File: config.mk
export PLATFORM = sky130hd
export DESIGN_NAME = intr_mask_unit
export DESIGN_NICKNAME = d
export VERILOG_FILES = /design/src/rtl/intr_pkg.sv /design/src/rtl/intr_mask_reg.sv /design/src/rtl/intr_pend_latch.sv /design/src/rtl/intr_read_mux.sv /design/src/rtl/intr_mask_unit.sv
export SDC_FILE = /design/constraint.sdc
export NUM_CORES = 1
export LEC_CHECK = 0
export BUFFER_PORTS_ARGS = -buffer_cell sky130_fd_sc_hd__clkbuf_2
export CAP_MARGIN = 20
export CORE_MARGIN = 5
export CORE_UTILIZATION = 38
export CTS_CLUSTER_DIAMETER = 80
export DETAILED_ROUTE_END_ITERATION = 7
export HOLD_SLACK_MARGIN = 0.15
export PLACE_DENSITY_LB_ADDON = 0.2
export SLEW_MARGIN = 15
export SYNTH_ARGS = -nofsm -noshare
export SYNTH_HDL_FRONTEND = slang
export SYNTH_SLANG_ARGS = --single-unit
File: constraint.sdc
create_clock -name clk -period 0.95 [get_ports clk]
set_input_delay 0.0475 -clock clk [delete_from_list [all_inputs] [get_ports clk]]
set_output_delay 0.0475 -clock clk [all_outputs]
set_load 0.01 [all_outputs]
File: src/rtl/intr_pkg.sv
package intr_pkg;
    localparam int ADDR_W = 3;

    typedef enum logic [ADDR_W-1:0] {
        WIN_MASK_SET = 3'd0,
        WIN_MASK_CLR = 3'd1,
        WIN_MASK_VIEW = 3'd2,
        WIN_PENDING  = 3'd3,
        WIN_LIVE     = 3'd4
    } win_e;

    // Source bit positions, shared by every window
    localparam int SRC_RX_TRIG  = 0;
    localparam int SRC_RX_EMPTY = 1;
    localparam int SRC_RX_FULL  = 2;
    localparam int SRC_TX_EMPTY = 3;
    localparam int SRC_TX_FULL  = 4;
    localparam int SRC_OVERRUN  = 5;
    localparam int SRC_FRAMING  = 6;
    localparam int SRC_PARITY   = 7;
    localparam int SRC_RX_TOUT  = 8;
endpackage

File: src/rtl/intr_mask_reg.sv
module intr_mask_reg #(
    parameter int SRC_W = 13
) (
    input  logic             clk,
    input  logic             rst_n,
    input  logic             set_wr,
    input  logic             clr_wr,
    input  logic [SRC_W-1:0] wbits,
    output logic [SRC_W-1:0] mask_q
);
    logic [SRC_W-1:0] mask_d;

    always_comb begin
        mask_d = mask_q;
        if (set_wr) mask_d = mask_q | wbits;
        else if (clr_wr) mask_d = mask_q & ~wbits;
    end

    always_ff @(posedge clk or negedge rst_n) begin
        if (!rst_n) mask_q <= '0;
        else        mask_q <= mask_d;
    end

    // every bit written as 1 through the set window is on afterwards
    assert_mask_set_R1: assert property (@(posedge clk) disable iff (!rst_n)
        set_wr |=> ((mask_q & $past(wbits)) == $past(wbits)));

    // every bit written as 1 through the clear window is off afterwards
    assert_mask_clr_R2: assert property (@(posedge clk) disable iff (!rst_n)
        clr_wr |=> ((mask_q & $past(wbits)) == '0));

    // with no set or clear write the mask holds its value
    assert_mask_hold_R10: assert property (@(posedge clk) disable iff (!rst_n)
        (!set_wr && !clr_wr) |=> $stable(mask_q));
endmodule

File: src/rtl/intr_pend_latch.sv
module intr_pend_latch #(
    parameter int SRC_W = 13
) (
    input  logic             clk,
    input  logic             rst_n,
    input  logic [SRC_W-1:0] evt,
    input  logic             clr_wr,
    input  logic [SRC_W-1:0] wbits,
    output logic [SRC_W-1:0] pend_q
);
    logic [SRC_W-1:0] clr_bits;
    logic [SRC_W-1:0] pend_d;

    assign clr_bits = clr_wr ? wbits : '0;

    // the event term is ORed after the clear, so a colliding event wins
    always_comb pend_d = (pend_q & ~clr_bits) | evt;

    always_ff @(posedge clk or negedge rst_n) begin
        if (!rst_n) pend_q <= '0;
        else        pend_q <= pend_d;
    end

    // every pulsed source is pending in the next cycle
    assert_evt_latch_R5: assert property (@(posedge clk) disable iff (!rst_n)
        (|evt) |=> ((pend_q & $past(evt)) == $past(evt)));

    // a pending bit only drops after a clearing write to the pending window
    assert_pend_drop_R6: assert property (@(posedge clk) disable iff (!rst_n)
        (|(pend_q & ~pend_d)) |-> clr_wr);

    // a bit pulsed during a clear still reads set afterwards
    assert_evt_wins_R7: assert property (@(posedge clk) disable iff (!rst_n)
        (clr_wr && |(evt & wbits)) |=> ((pend_q & $past(evt & wbits)) == $past(evt & wbits)));
endmodule

File: src/rtl/intr_read_mux.sv
module intr_read_mux
    import intr_pkg::*;
#(
    parameter int DATA_W = 32,
    parameter int SRC_W  = 13,
    parameter int LIVE_W = 5
) (
    input  logic [ADDR_W-1:0] raddr,
    input  logic [SRC_W-1:0]  mask_q,
    input  logic [SRC_W-1:0]  pend_q,
    input  logic [LIVE_W-1:0] live,
    output logic [DATA_W-1:0] rdata
);
    logic [SRC_W-1:0] sel;
    logic [SRC_W-1:0] live_ext;

    assign live_ext = {{(SRC_W-LIVE_W){1'b0}}, live};

    always_comb begin
        unique case (raddr)
            WIN_MASK_VIEW: sel = mask_q;
            WIN_PENDING:   sel = pend_q;
            WIN_LIVE:      sel = live_ext;
            default:       sel = '0;   // set/clear windows and holes read zero
        endcase
    end

    assign rdata = {{(DATA_W-SRC_W){1'b0}}, sel};
endmodule

File: src/rtl/intr_mask_unit.sv
module intr_mask_unit
    import intr_pkg::*;
#(
    parameter int DATA_W = 32,
    parameter int SRC_W  = 13,
    parameter int LIVE_W = 5
) (
    input  logic              clk,
    input  logic              rst_n,
    input  logic              reg_wr,
    input  logic [ADDR_W-1:0] reg_waddr,
    input  logic [DATA_W-1:0] reg_wdata,
    input  logic [ADDR_W-1:0] reg_raddr,
    output logic [DATA_W-1:0] reg_rdata,
    input  logic [SRC_W-1:0]  evt_pulse,
    input  logic [LIVE_W-1:0] fifo_lvl,
    output logic              irq
);
    logic [SRC_W-1:0] wbits;
    logic             set_wr, clr_wr, pend_wr;
    logic [SRC_W-1:0] mask_q, pend_q;
    logic             irq_d;

    // write data above the implemented width is dropped here
    assign wbits   = reg_wdata[SRC_W-1:0];
    assign set_wr  = reg_wr && (reg_waddr == WIN_MASK_SET);
    assign clr_wr  = reg_wr && (reg_waddr == WIN_MASK_CLR);
    assign pend_wr = reg_wr && (reg_waddr == WIN_PENDING);

    intr_mask_reg #(.SRC_W(SRC_W)) u_mask (
        .clk(clk), .rst_n(rst_n), .set_wr(set_wr), .clr_wr(clr_wr),
        .wbits(wbits), .mask_q(mask_q)
    );

    intr_pend_latch #(.SRC_W(SRC_W)) u_pend (
        .clk(clk), .rst_n(rst_n), .evt(evt_pulse), .clr_wr(pend_wr),
        .wbits(wbits), .pend_q(pend_q)
    );

    intr_read_mux #(.DATA_W(DATA_W), .SRC_W(SRC_W), .LIVE_W(LIVE_W)) u_rd (
        .raddr(reg_raddr), .mask_q(mask_q), .pend_q(pend_q),
        .live(fifo_lvl), .rdata(reg_rdata)
    );

    assign irq_d = |(pend_q & mask_q);

    always_ff @(posedge clk or negedge rst_n) begin
        if (!rst_n) irq <= 1'b0;
        else        irq <= irq_d;
    end

    // with the mask all zero, irq stays low in the next cycle
    assert_irq_masked_R8: assert property (@(posedge clk) disable iff (!rst_n)
        (mask_q == '0) |=> !irq);

    // irq follows a pending and masked-on bit one cycle later
    assert_irq_follow_R8: assert property (@(posedge clk) disable iff (!rst_n)
        (|(pend_q & mask_q)) |=> irq);

    // read data above the implemented width is zero
    always_comb begin
        if (rst_n) assert_rd_upper_R4: assert (reg_rdata[DATA_W-1:SRC_W] == '0);
    end
endmodule

==> impl_metrics.env <==
export IMPL_min_period_over_period_pct=127
export IMPL_io_pins=92
export IMPL_synthArstFlopShare_pct=100
export IMPL_cts_buffer_depth=2
export IMPL_drt_pass1_iter_count=4
export IMPL_power_leakage_nw=1.13
export IMPL_drive_gt1_share_pct=38.8
export IMPL_start_util_pct=39.8
export IMPL_clock_sinks=27
export IMPL_synth_mux_area_share_pct=8.87
export IMPL_grt_max_degree=28
export IMPL_path_cells="buf_6, mux2i_2, o21ai_1, clkbuf_2"
export IMPL_drv_cap=0
export IMPL_setup_tns_final_ns=-2.73
export IMPL_syn_inst=149
export IMPL_seqCellArea_um2=676
export IMPL_path_delay_family="flip-flops"
export IMPL_cts_buffers=3
export IMPL_synthAdderAreaFrac_pct=0
export IMPL_synthXorXnorAreaFrac_pct=0
export IMPL_wl_um=4200
export IMPL_peakVddDrop_uv=820
export IMPL_gr_total_overflow=0
export IMPL_grt_pass1_vias=1501
export IMPL_cp_start_kind="flop"
export IMPL_synth_area_top_cells="dfrtp_1, buf_4, mux2i_1"
export IMPL_rows=22
export IMPL_fmax_mhz=831
export IMPL_port_buffers=53
export IMPL_critPathKind="flop to output port"
export IMPL_synth_compound_area_share_pct=21.8
export IMPL_post_route_min_period_ns=1.20
export IMPL_via_count=1486
export IMPL_slowest_delay_ns=0.40
export IMPL_dieWidth_um=72.1
export IMPL_synth_simple_area_share_pct=10.3
export IMPL_syn_to_final_growth_pct=64.2
export IMPL_antenna_found_initial=0
export IMPL_setup_worst_path_end_class="output port"
export IMPL_grt_total_usage_pct=16.4
export IMPL_yosysTopAreaCell="dfrtp_1"
export IMPL_synth_cell_type_count=23
export IMPL_cts_tree="done"
export IMPL_synth_enable_flop_cells=0
export IMPL_die_h_um=72.1
export IMPL_die_area_mm2=0.00520
export IMPL_synth_seq_area_share_pct=46.1
export IMPL_via_per_inst=4.70
export IMPL_rsz0062_at_grt="yes"
export IMPL_status="finished, violations left"
export IMPL_ys_seq_elements=27
export IMPL_finalHoldViolations=0
export IMPL_clkLatencyLatePin_ns=0.27
export IMPL_core_mm2=0.00369
export IMPL_p_per_area_mw_per_mm2=1220
export IMPL_clock_skew_ns=0.00383
export IMPL_cts_root_buf="clkbuf_8"
export IMPL_path_buf_inv=2
export IMPL_finalSetupViolCount=14
export IMPL_multiInputGateArea_um2=691
export IMPL_hpwl_um=2960
export IMPL_mostFrequentLayoutCells="clkbuf_2, dfrtp_1, dlygate4sd3_1, buf_4, conb_1"
export IMPL_gp_congestion=0.754
export IMPL_synth_flop_cell="dfrtp_1"
export IMPL_post_place_ws_ns=-0.165
export IMPL_hold_class="primary input to flop"
export IMPL_ys_warn_count=0
export IMPL_worst_ep_arrival_time_ns=1.16
export IMPL_routedWlPerCell_um=13.3
export IMPL_synth_top_family_by_area="compound AO/OA/AOI/OAI gates"
export IMPL_violations="setup timing"
export IMPL_remaining_drc_errors=0
export IMPL_first_iter_violations=60
export IMPL_syn_avg_cell_area_um2=9.84
export IMPL_slowest_stage="dfrtp_1"
export IMPL_fill_cells=322
export IMPL_cp_required_ns=0.90
export IMPL_synth_top_area_share_pct=46.1
export IMPL_slew_viol_final=0
export IMPL_final_common_cell="clkbuf_2"
export IMPL_worst_slack_ns=-0.253
export IMPL_syn_area_mm2=0.00147
export IMPL_grt_pass1_wl_um=6840
export IMPL_n_antenna_cell=0
export IMPL_clk_pin_slew_ns=0.09
export IMPL_critPathMaxFanout=2
export IMPL_fin_nets=328
export IMPL_ant_nets=0
export IMPL_htreeDepth=1
routing by layer:
metal | share of wire, % | global-route usage, % | vias up
li1 | - | - | 732
met1 | 42 | 22.3 | 681
met2 | 48 | 27.4 | 69
met3 | 8.7 | 2.49 | 4
met4 | 0.74 | 4.18 | 0
met5 | 0 | 0 | -
cell families (layout without fill, tap and decap cells):
group | Yosys count | count (layout)
compound gates | 50 | 50
buf+inv | 26 | 127
other cells | 1 | 19
flops | 27 | 27
mux | 13 | 13
simple gates | 32 | 32
repair_timing:
item | 4_1_cts | 5_1_grt
hold buffers | 27 | 0
buffers inserted | 8 | 7
pin swaps | 5 | 6
gates resized for setup | 16 | 7
endpoints found under the hold margin | 53 | 0
setup endpoints to repair | 14 | 14
cells in the mapped netlist, types with 2 or more instances:
cell type and number:
a21oi_1 13, a21o_1 13, mux2i_1 13, nor2_1 8, o21ai_0 5, dfrtp_1 27, buf_2 2, a22oi_1 3
clkbuf_1 2, a31oi_1 13, buf_4 21, nand2_1 18
per-stage QoR:
stage | cell area, um^2 | hold WS, ns | instances | util [%] | power, mW
floorplan | 1530 | -0.248 | 167 | - | 1.76
global placement | 1910 | 0.0603 | 270 | 51.7 | 2.08
detailed placement | 1910 | 0.0655 | 270 | 51.7 | 2.11
CTS | 2340 | 0.187 | 309 | 63.5 | 2.92
global route | 2410 | 0.194 | 316 | 65.3 | 3.11
finish | 2410 | 0.192 | 316 | 65.3 | 2.94
tightest hold or removal path: stages:
cell and delay, ns:
clkbuf_2 0.09, buf_4 0.19, a31oi_1 0.10
power breakdown:
group	total [mW]	internal [mW]	switching (mW)	leakage, nW
Clock	0.633	0.300	0.333	0.0228
Combinational	0.948	0.549	0.400	0.840
Sequential	1.36	1.27	0.0867	0.269
Total	2.94	2.12	0.820	1.13
final cells by class:
cell class / count / share of cell area (%)
timing repair buffer: 123 / 38.9
multi-input combinational: 114 / 28.7
sequential: 27 / 28.1
tap: 48 / 2.49
clock buffer: 4 / 1.87
worst paths after layout:
path                       slack (ns)              from                 to  cells after the start
max in group asynchronous        0.40             rst_n                irq                      3
setup reg to reg                -0.20  u_pend.pend_q[5]                irq                      4
hold / removal                   0.19      reg_waddr[0]               flop                      3
hold reg to reg                  0.52  u_pend.pend_q[1]   u_pend.pend_q[1]                      1
min in group asynchronous        0.30             rst_n  u_pend.pend_q[12]                      3
setup / recovery                -0.25  u_pend.pend_q[2]       reg_rdata[2]                      4
No activity file was read; power rests on OpenSTA's default activity.
